### config.mk
export PLATFORM = sky130hd
export DESIGN_NAME = ep0_stage_seq
export DESIGN_NICKNAME = d
export VERILOG_FILES = /design/src/rtl/ep0_seq_pkg.sv /design/src/rtl/ep0_out_tracker.sv /design/src/rtl/ep0_stage_fsm.sv /design/src/rtl/ep0_status_gate.sv /design/src/rtl/ep0_resp_buf.sv /design/src/rtl/ep0_stage_seq.sv
export SDC_FILE = /design/constraint.sdc
export NUM_CORES = 1
export LEC_CHECK = 0
export BUFFER_PORTS_ARGS = -buffer_cell sky130_fd_sc_hd__buf_4
export CAP_MARGIN = 25
export CELL_PAD_IN_SITES_DETAIL_PLACEMENT = 0
export CELL_PAD_IN_SITES_GLOBAL_PLACEMENT = 1
export CORE_MARGIN = 10
export CORE_UTILIZATION = 40
export DETAILED_ROUTE_END_ITERATION = 7
export HOLD_SLACK_MARGIN = 0.1
export PLACE_DENSITY_LB_ADDON = 0.2
export SLEW_MARGIN = 25
export SYNTH_ARGS = -nofsm -noshare
export SYNTH_HDL_FRONTEND = slang
export SYNTH_SLANG_ARGS = --single-unit
### constraint.sdc
create_clock -name clk -period 2.16 [get_ports clk]
set_clock_uncertainty 0.15 [all_clocks]
set_input_delay 0.324 -clock clk [delete_from_list [all_inputs] [get_ports clk]]
set_output_delay 0.324 -clock clk [all_outputs]
set_load 0.03 [all_outputs]
### src/rtl/ep0_seq_pkg.sv
// Shared definitions for the endpoint 0 stage sequencer.
// Assumes the stage codes are observed by software, so they are fixed.
package ep0_seq_pkg;
    typedef enum logic [2:0] {
        STG_SETUP  = 3'd1,
        STG_TX     = 3'd2,
        STG_RX     = 3'd3,
        STG_TX_END = 3'd4,
        STG_STALL  = 3'd5
    } ep0_stage_e;
endpackage

### src/rtl/ep0_out_tracker.sv
// Counts the bytes still expected in an OUT data stage and flags the
// packet that ends it (short packet or requested length reached).
// Assumes LEN_W >= PKT_W and that rx_active is 1 only in the RX stage.
module ep0_out_tracker #(
    parameter int LEN_W   = 16,
    parameter int PKT_W   = 11,
    parameter int MAX_PKT = 64
) (
    input  logic             clk,
    input  logic             rst_n,
    input  logic             load,
    input  logic [LEN_W-1:0] load_len,
    input  logic             rx_active,
    input  logic             out_done,
    input  logic [PKT_W-1:0] out_bytes,
    output logic             rx_end
);
    logic [LEN_W-1:0] remain_q;
    logic [LEN_W-1:0] bytes_ext;
    logic             is_short;
    logic             reach;

    // Compare the packet against the packet limit and the remaining count
    always_comb begin
        bytes_ext = LEN_W'(out_bytes);
        is_short  = out_bytes < PKT_W'(MAX_PKT);
        reach     = bytes_ext >= remain_q;
        rx_end    = rx_active && out_done && (is_short || reach);
    end

    // Hold the number of bytes still to be received
    always_ff @(posedge clk) begin
        if (!rst_n) begin
            remain_q <= '0;
        end else if (load) begin
            remain_q <= load_len;
        end else if (rx_active && out_done) begin
            remain_q <= reach ? '0 : remain_q - bytes_ext;
        end
    end
endmodule

### src/rtl/ep0_stage_fsm.sv
// Stage register for endpoint 0 control transfers.
// A SETUP has priority over a stall request, which has priority over
// data events. Assumes rx_end is already qualified by the RX stage.
module ep0_stage_fsm
    import ep0_seq_pkg::*;
(
    input  logic       clk,
    input  logic       rst_n,
    input  logic       setup_valid,
    input  logic       setup_dir_in,
    input  logic       setup_len_nz,
    input  logic       stall_req,
    input  logic       in_last_queued,
    input  logic       in_done,
    input  logic       rx_end,
    output ep0_stage_e stage_q,
    output logic       data_end
);
    ep0_stage_e stage_d;

    // Next stage from the current stage and this cycle's events
    always_comb begin
        stage_d = stage_q;
        if (setup_valid) begin
            if (!setup_len_nz) stage_d = STG_SETUP;
            else if (setup_dir_in) stage_d = STG_TX;
            else stage_d = STG_RX;
        end else if (stall_req) begin
            stage_d = STG_STALL;
        end else begin
            case (stage_q)
                STG_TX:     if (in_last_queued) stage_d = STG_TX_END;
                STG_TX_END: if (in_done) stage_d = STG_SETUP;
                STG_RX:     if (rx_end) stage_d = STG_SETUP;
                default:    stage_d = stage_q;
            endcase
        end
    end

    // Pulse when a data stage finishes normally
    always_comb begin
        data_end = !setup_valid && !stall_req &&
                   (((stage_q == STG_TX_END) && in_done) || rx_end);
    end

    // Stage register
    always_ff @(posedge clk) begin
        if (!rst_n) stage_q <= STG_SETUP;
        else        stage_q <= stage_d;
    end
endmodule

### src/rtl/ep0_status_gate.sv
// Keeps the pending status acknowledgment and masks it while firmware
// asks for a delay. Setting wins over every clearing source.
module ep0_status_gate (
    input  logic clk,
    input  logic rst_n,
    input  logic set_pend,
    input  logic drop_pend,
    input  logic status_done,
    input  logic delay_status,
    output logic ack_req
);
    logic pend_q;

    // Track whether a status acknowledgment is owed
    always_ff @(posedge clk) begin
        if (!rst_n) begin
            pend_q <= 1'b0;
        end else if (set_pend) begin
            pend_q <= 1'b1;
        end else if (drop_pend) begin
            pend_q <= 1'b0;
        end else if (status_done && !delay_status) begin
            pend_q <= 1'b0;
        end
    end

    // Show the request only when not delayed
    always_comb ack_req = pend_q && !delay_status;
endmodule

### src/rtl/ep0_resp_buf.sv
// Small byte buffer for endpoint 0 replies. Out-of-range writes are
// dropped and out-of-range reads return zero.
module ep0_resp_buf #(
    parameter int DEPTH = 6,
    parameter int IDX_W = 3
) (
    input  logic             clk,
    input  logic             rst_n,
    input  logic             wr_en,
    input  logic [IDX_W-1:0] wr_idx,
    input  logic [7:0]       wr_data,
    input  logic [IDX_W-1:0] rd_idx,
    output logic [7:0]       rd_data
);
    logic [7:0] mem_q [DEPTH];

    for (genvar g = 0; g < DEPTH; g++) begin : g_byte
        // Store one byte when its index is written
        always_ff @(posedge clk) begin
            if (!rst_n) mem_q[g] <= 8'h00;
            else if (wr_en && (wr_idx == IDX_W'(g))) mem_q[g] <= wr_data;
        end
    end

    // Select the addressed byte, zero beyond the buffer
    always_comb begin
        rd_data = 8'h00;
        for (int i = 0; i < DEPTH; i++) begin
            if (rd_idx == IDX_W'(i)) rd_data = mem_q[i];
        end
    end
endmodule

### src/rtl/ep0_stage_seq.sv
// Top of the endpoint 0 stage sequencer: stage register, OUT length
// tracker, status acknowledgment gate and reply buffer.
// Assumes event inputs are single-cycle pulses and at most one data
// event class is meaningful per stage.
module ep0_stage_seq
    import ep0_seq_pkg::*;
#(
    parameter int  LEN_W     = 16,
    parameter int  PKT_W     = 11,
    parameter int  MAX_PKT   = 64,
    parameter int  RSP_DEPTH = 6,
    localparam int RSP_IDX_W = $clog2(RSP_DEPTH + 1)
) (
    input  logic                 clk,
    input  logic                 rst_n,
    input  logic                 setup_valid,
    input  logic                 setup_dir_in,
    input  logic [LEN_W-1:0]     setup_len,
    input  logic                 in_last_queued,
    input  logic                 in_done,
    input  logic                 out_done,
    input  logic [PKT_W-1:0]     out_bytes,
    input  logic                 stall_req,
    input  logic                 status_done,
    input  logic                 delay_status,
    input  logic                 rsp_wr_en,
    input  logic [RSP_IDX_W-1:0] rsp_wr_idx,
    input  logic [7:0]           rsp_wr_data,
    input  logic [RSP_IDX_W-1:0] rsp_rd_idx,
    output logic [7:0]           rsp_rd_data,
    output logic [2:0]           stage,
    output logic                 stall_hs,
    output logic                 status_ack_req
);
    ep0_stage_e cur_stage;
    logic       len_nz;
    logic       rx_end;
    logic       data_end;
    logic       set_pend;
    logic       drop_pend;

    // Decode setup length and status gate controls
    always_comb begin
        len_nz    = |setup_len;
        set_pend  = (setup_valid && !len_nz) || data_end;
        drop_pend = setup_valid || stall_req;
    end

    ep0_out_tracker #(
        .LEN_W  (LEN_W),
        .PKT_W  (PKT_W),
        .MAX_PKT(MAX_PKT)
    ) u_out (
        .clk      (clk),
        .rst_n    (rst_n),
        .load     (setup_valid),
        .load_len (setup_len),
        .rx_active(cur_stage == STG_RX),
        .out_done (out_done),
        .out_bytes(out_bytes),
        .rx_end   (rx_end)
    );

    ep0_stage_fsm u_fsm (
        .clk           (clk),
        .rst_n         (rst_n),
        .setup_valid   (setup_valid),
        .setup_dir_in  (setup_dir_in),
        .setup_len_nz  (len_nz),
        .stall_req     (stall_req),
        .in_last_queued(in_last_queued),
        .in_done       (in_done),
        .rx_end        (rx_end),
        .stage_q       (cur_stage),
        .data_end      (data_end)
    );

    ep0_status_gate u_status (
        .clk         (clk),
        .rst_n       (rst_n),
        .set_pend    (set_pend),
        .drop_pend   (drop_pend),
        .status_done (status_done),
        .delay_status(delay_status),
        .ack_req     (status_ack_req)
    );

    ep0_resp_buf #(
        .DEPTH(RSP_DEPTH),
        .IDX_W(RSP_IDX_W)
    ) u_rsp (
        .clk    (clk),
        .rst_n  (rst_n),
        .wr_en  (rsp_wr_en),
        .wr_idx (rsp_wr_idx),
        .wr_data(rsp_wr_data),
        .rd_idx (rsp_rd_idx),
        .rd_data(rsp_rd_data)
    );

    // Drive stage code and stall handshake from the stage register
    always_comb begin
        stage    = cur_stage;
        stall_hs = (cur_stage == STG_STALL);
    end
endmodule

==> flow_summary_export.csv <==
group,metric,value,unit
worst_setup_path,crit_family,"compound AO/OA/AOI/OAI gates",
grt,grt_overflow,0,
floorplan,ios,65,
floorplan,die_w,121.5,um
clock_network,numCtsBuffers,9,
placement,place.gp.congestion,0.8790,
logic_synthesis,ys.flop_type,"edfxtp_1",
routing,wl_per_cell,17.33,um
routing,firstDrtPassIters,4,
layout,diodes,0,
floorplan,core,10180,um2
grt,antenna_found_initial,0,
logic_synthesis,synthCells,408,
outcome,violations,"setup timing",
grt,grt_start_max_net_pins,31,
worst_hold_path,hold_depth,3,
worst_setup_path,cp_max_fo,4,
logic_synthesis,ys_ff_latch,68,
clock_network,clock_path_buffers,2,
clock_network,clkTransAtPathRegs,0.08,ns
floorplan,placementRows,37,
routing,post-route-drc-count,0,
logic_synthesis,yosysTopAreaCellShare,34.95,%
timing,setup_slack,-0.05064,ns
logic_synthesis,synth-edff-count,48,
worst_setup_path,required,2.22,ns
grt,grt_use_total,15.15,%
worst_setup_path,rrSetupSlack,-0.05,ns
worst_setup_path,worst_setup_path_start_kind,"register",
logic_synthesis,synth_top_cell_by_area,"edfxtp_1",
worst_setup_path,cp_slowest_cell,"a2111o_1",
timing,setup-violations-final,7,
routing,drt_iter0_drc,243,
routing,vias_per_cell,5.376,
floorplan,fp.dieArea,14770,um2
worst_setup_path,cp_cell_sequence,"ha_4, a2111o_1, o2111a_2, o311a_4, o2111ai_2, o311ai_1",
power_and_ir_drop,leakagePower,0.002370,uW
grt,grt_pass1_vias,3611,
placement,dp_hpwl,8456,um
routing,routed-via-count,3613,
power_and_ir_drop,power_per_cell_area,650.7,nW/um2
routing,drt-total-wl,11640,um
worst_setup_path,slowest_delay,0.43,ns
clock_network,root_buffer,"clkbuf_8",
layout,multi_input_area,2440,um2
timing,hold_violations,0,
timing,worstMarginPinSlew,0.6085,ns
logic_synthesis,ys_types,72,
timing,rsz0062_at_grt,"yes",
layout,fillers,896,
layout,syn_to_final_growth,41.38,%
job,maxCapViolations,0,
worst_setup_path,cp_num_buf_inv,0,
timing,finalSetupTns,-0.1559,ns
placement,io_buffers,64,
timing,fin_crit_sh,102.3,%
layout,final_common_cell,"buf_4",
power_and_ir_drop,peakVddDrop,0.0003160,V
logic_synthesis,synth_area_leaders,"edfxtp_1 35%, dfxtp_1 9.7%, and2_1 7.3%",
placement,placed_cell_area,5056,um2
layout,seqCellArea,1849,um2
worst_setup_path,worstSetupEndpointType,"register",
worst_hold_path,hold_class,"primary input to register",
timing,relSlewSlack,59.12,%
worst_setup_path,critPathKind,"register to register",
clock_network,tritoncts,"built",
logic_synthesis,yosysSeqAreaShare,44.66,%
floorplan,die_h,121.5,um
layout,drive_above_1_share,38.62,%
clock_network,htree_levels,3,
logic_synthesis,ys_warn_count,0,
timing,maxClockFrequency,452.4,MHz
logic_synthesis,netlist_area,4124,um2
worst_setup_path,cp.depth,6,
timing,period_needed,2.211,ns
layout,final_cell_mix,"114 x buf_4, 48 x and2_1, 48 x edfxtp_1",
logic_synthesis,syn-num-nets,472,
layout,design_area,5831,um2
logic_synthesis,postSynthAreaPerCell,10.11,um2
clock_network,cts.sinks,68,
outcome,status,"finished with violations",
clock_network,clk_latency,0.35,ns
worst_setup_path,arrival,2.27,ns
worst_setup_path,reg2reg_depth,6,
grt,grt_pass1_wl,18020,um
logic_synthesis,async_reset_ff_share,0,%
routing,final_antenna_net_count,0,
layout,fin_nets,596,
floorplan,start_util,40.49,%
timing,drv_slew,0,
-- registers in the layout, summed over array words and instances, names as in the netlist --
| register | flops |
|---|---|
| u_fsm.stage_q | 3 |
| u_status.pend_q | 1 |
| u_rsp.mem_q | 48 |
| u_out.remain_q | 16 |
-- where the power goes --
group | internal [uW] | total, uW | switching, uW | leakage, uW
clock network | 882 | 1400 | 522 | 0.000126
logic | 424 | 868 | 444 | 0.00161
registers | 1480 | 1520 | 40.8 | 0.000632
-- cells by family (layout without fill, tap and decap cells) --
kind of cell,after synthesis,in the layout,synth area share (%)
flops,68,68,44.66
simple gates,166,166,22.91
xor+xnor,5,5,1.062
fa+ha+maj,12,12,3.823
buf+inv,41,168,4.430
compound gates,100,101,17.72
mux,16,16,5.401
-- through the flow --
step	setup slack [ns]	std cells	total power [uW]	hold WS [ns]	util, %
4_1_cts	-0.08115	666	3744	0.1007	55.31
2_1_floorplan	-0.04854	408	1971	0.2825	-
3_5_place_dp	-0.2908	637	2280	0.3986	49.64
5_1_grt	-0.1270	672	3941	0.1160	57.25
3_3_place_gp	-0.2047	637	2272	0.3837	49.64
6_report	-0.05064	672	3794	0.08292	57.25
-- cell type report --
cell class	instances	share of cell area [%]
clock buffers	9	2.124
clock inverters	6	2.339
inverters	24	1.631
multi-input cells	300	41.85
flip-flops and latches	68	31.72
well taps	136	2.918
repair buffers	129	17.42
-- worst paths after layout --
path                            from                  to
hold reg to reg   u_out.remain_q[15]  u_out.remain_q[15]
setup reg to reg   u_out.remain_q[6]  u_out.remain_q[15]
hold / removal          setup_len[2]   u_out.remain_q[2]
setup / recovery   u_out.remain_q[6]  u_out.remain_q[15]
-- tightest hold or removal path, delay by kind of cell --
kind / cells / cell delay [ns]
AOI/OAI and AO/OA: 1 / 0.05
and+or+nand+nor: 1 / 0.09
buffers and inverters: 1 / 0.09
-- per-layer routing --
metal	part of all wire (%)	GRT usage [%]	vias to the layer above
met5	0	0	-
met4	1.2	5.142	0
met3	5.6	3.284	10
met2	44	22.67	87
met1	49	21.19	1757
li1	-	-	1759
-- repair_timing --
item	4_1_cts	5_1_grt
endpoints found under the setup margin	19	20
gates cloned	1	0
hold buffers	6	1
pin swaps	21	24
hold endpoints to repair	7	1
setup buffers	7	5
resized for setup	40	27
-- Yosys cell counts (all sizes together) (4+ instances only) --
cell / instances
edfxtp: 48
dfxtp: 20
o211ai: 6
a211oi: 4
mux4: 5
ha: 11
and3: 9
a21oi: 18
nor2: 21
buf: 5
nand2b: 5
xor2: 4
nor3: 9
o21ai: 21
o21a: 5
mux2i: 11
nand3: 7
a221oi: 8
a31oi: 5
nor2b: 9
nor4: 5
nand2: 30
o22ai: 7
and2: 48
clkbuf: 11
inv: 24
nand3b: 5
(Power assumes the default switching activity.)
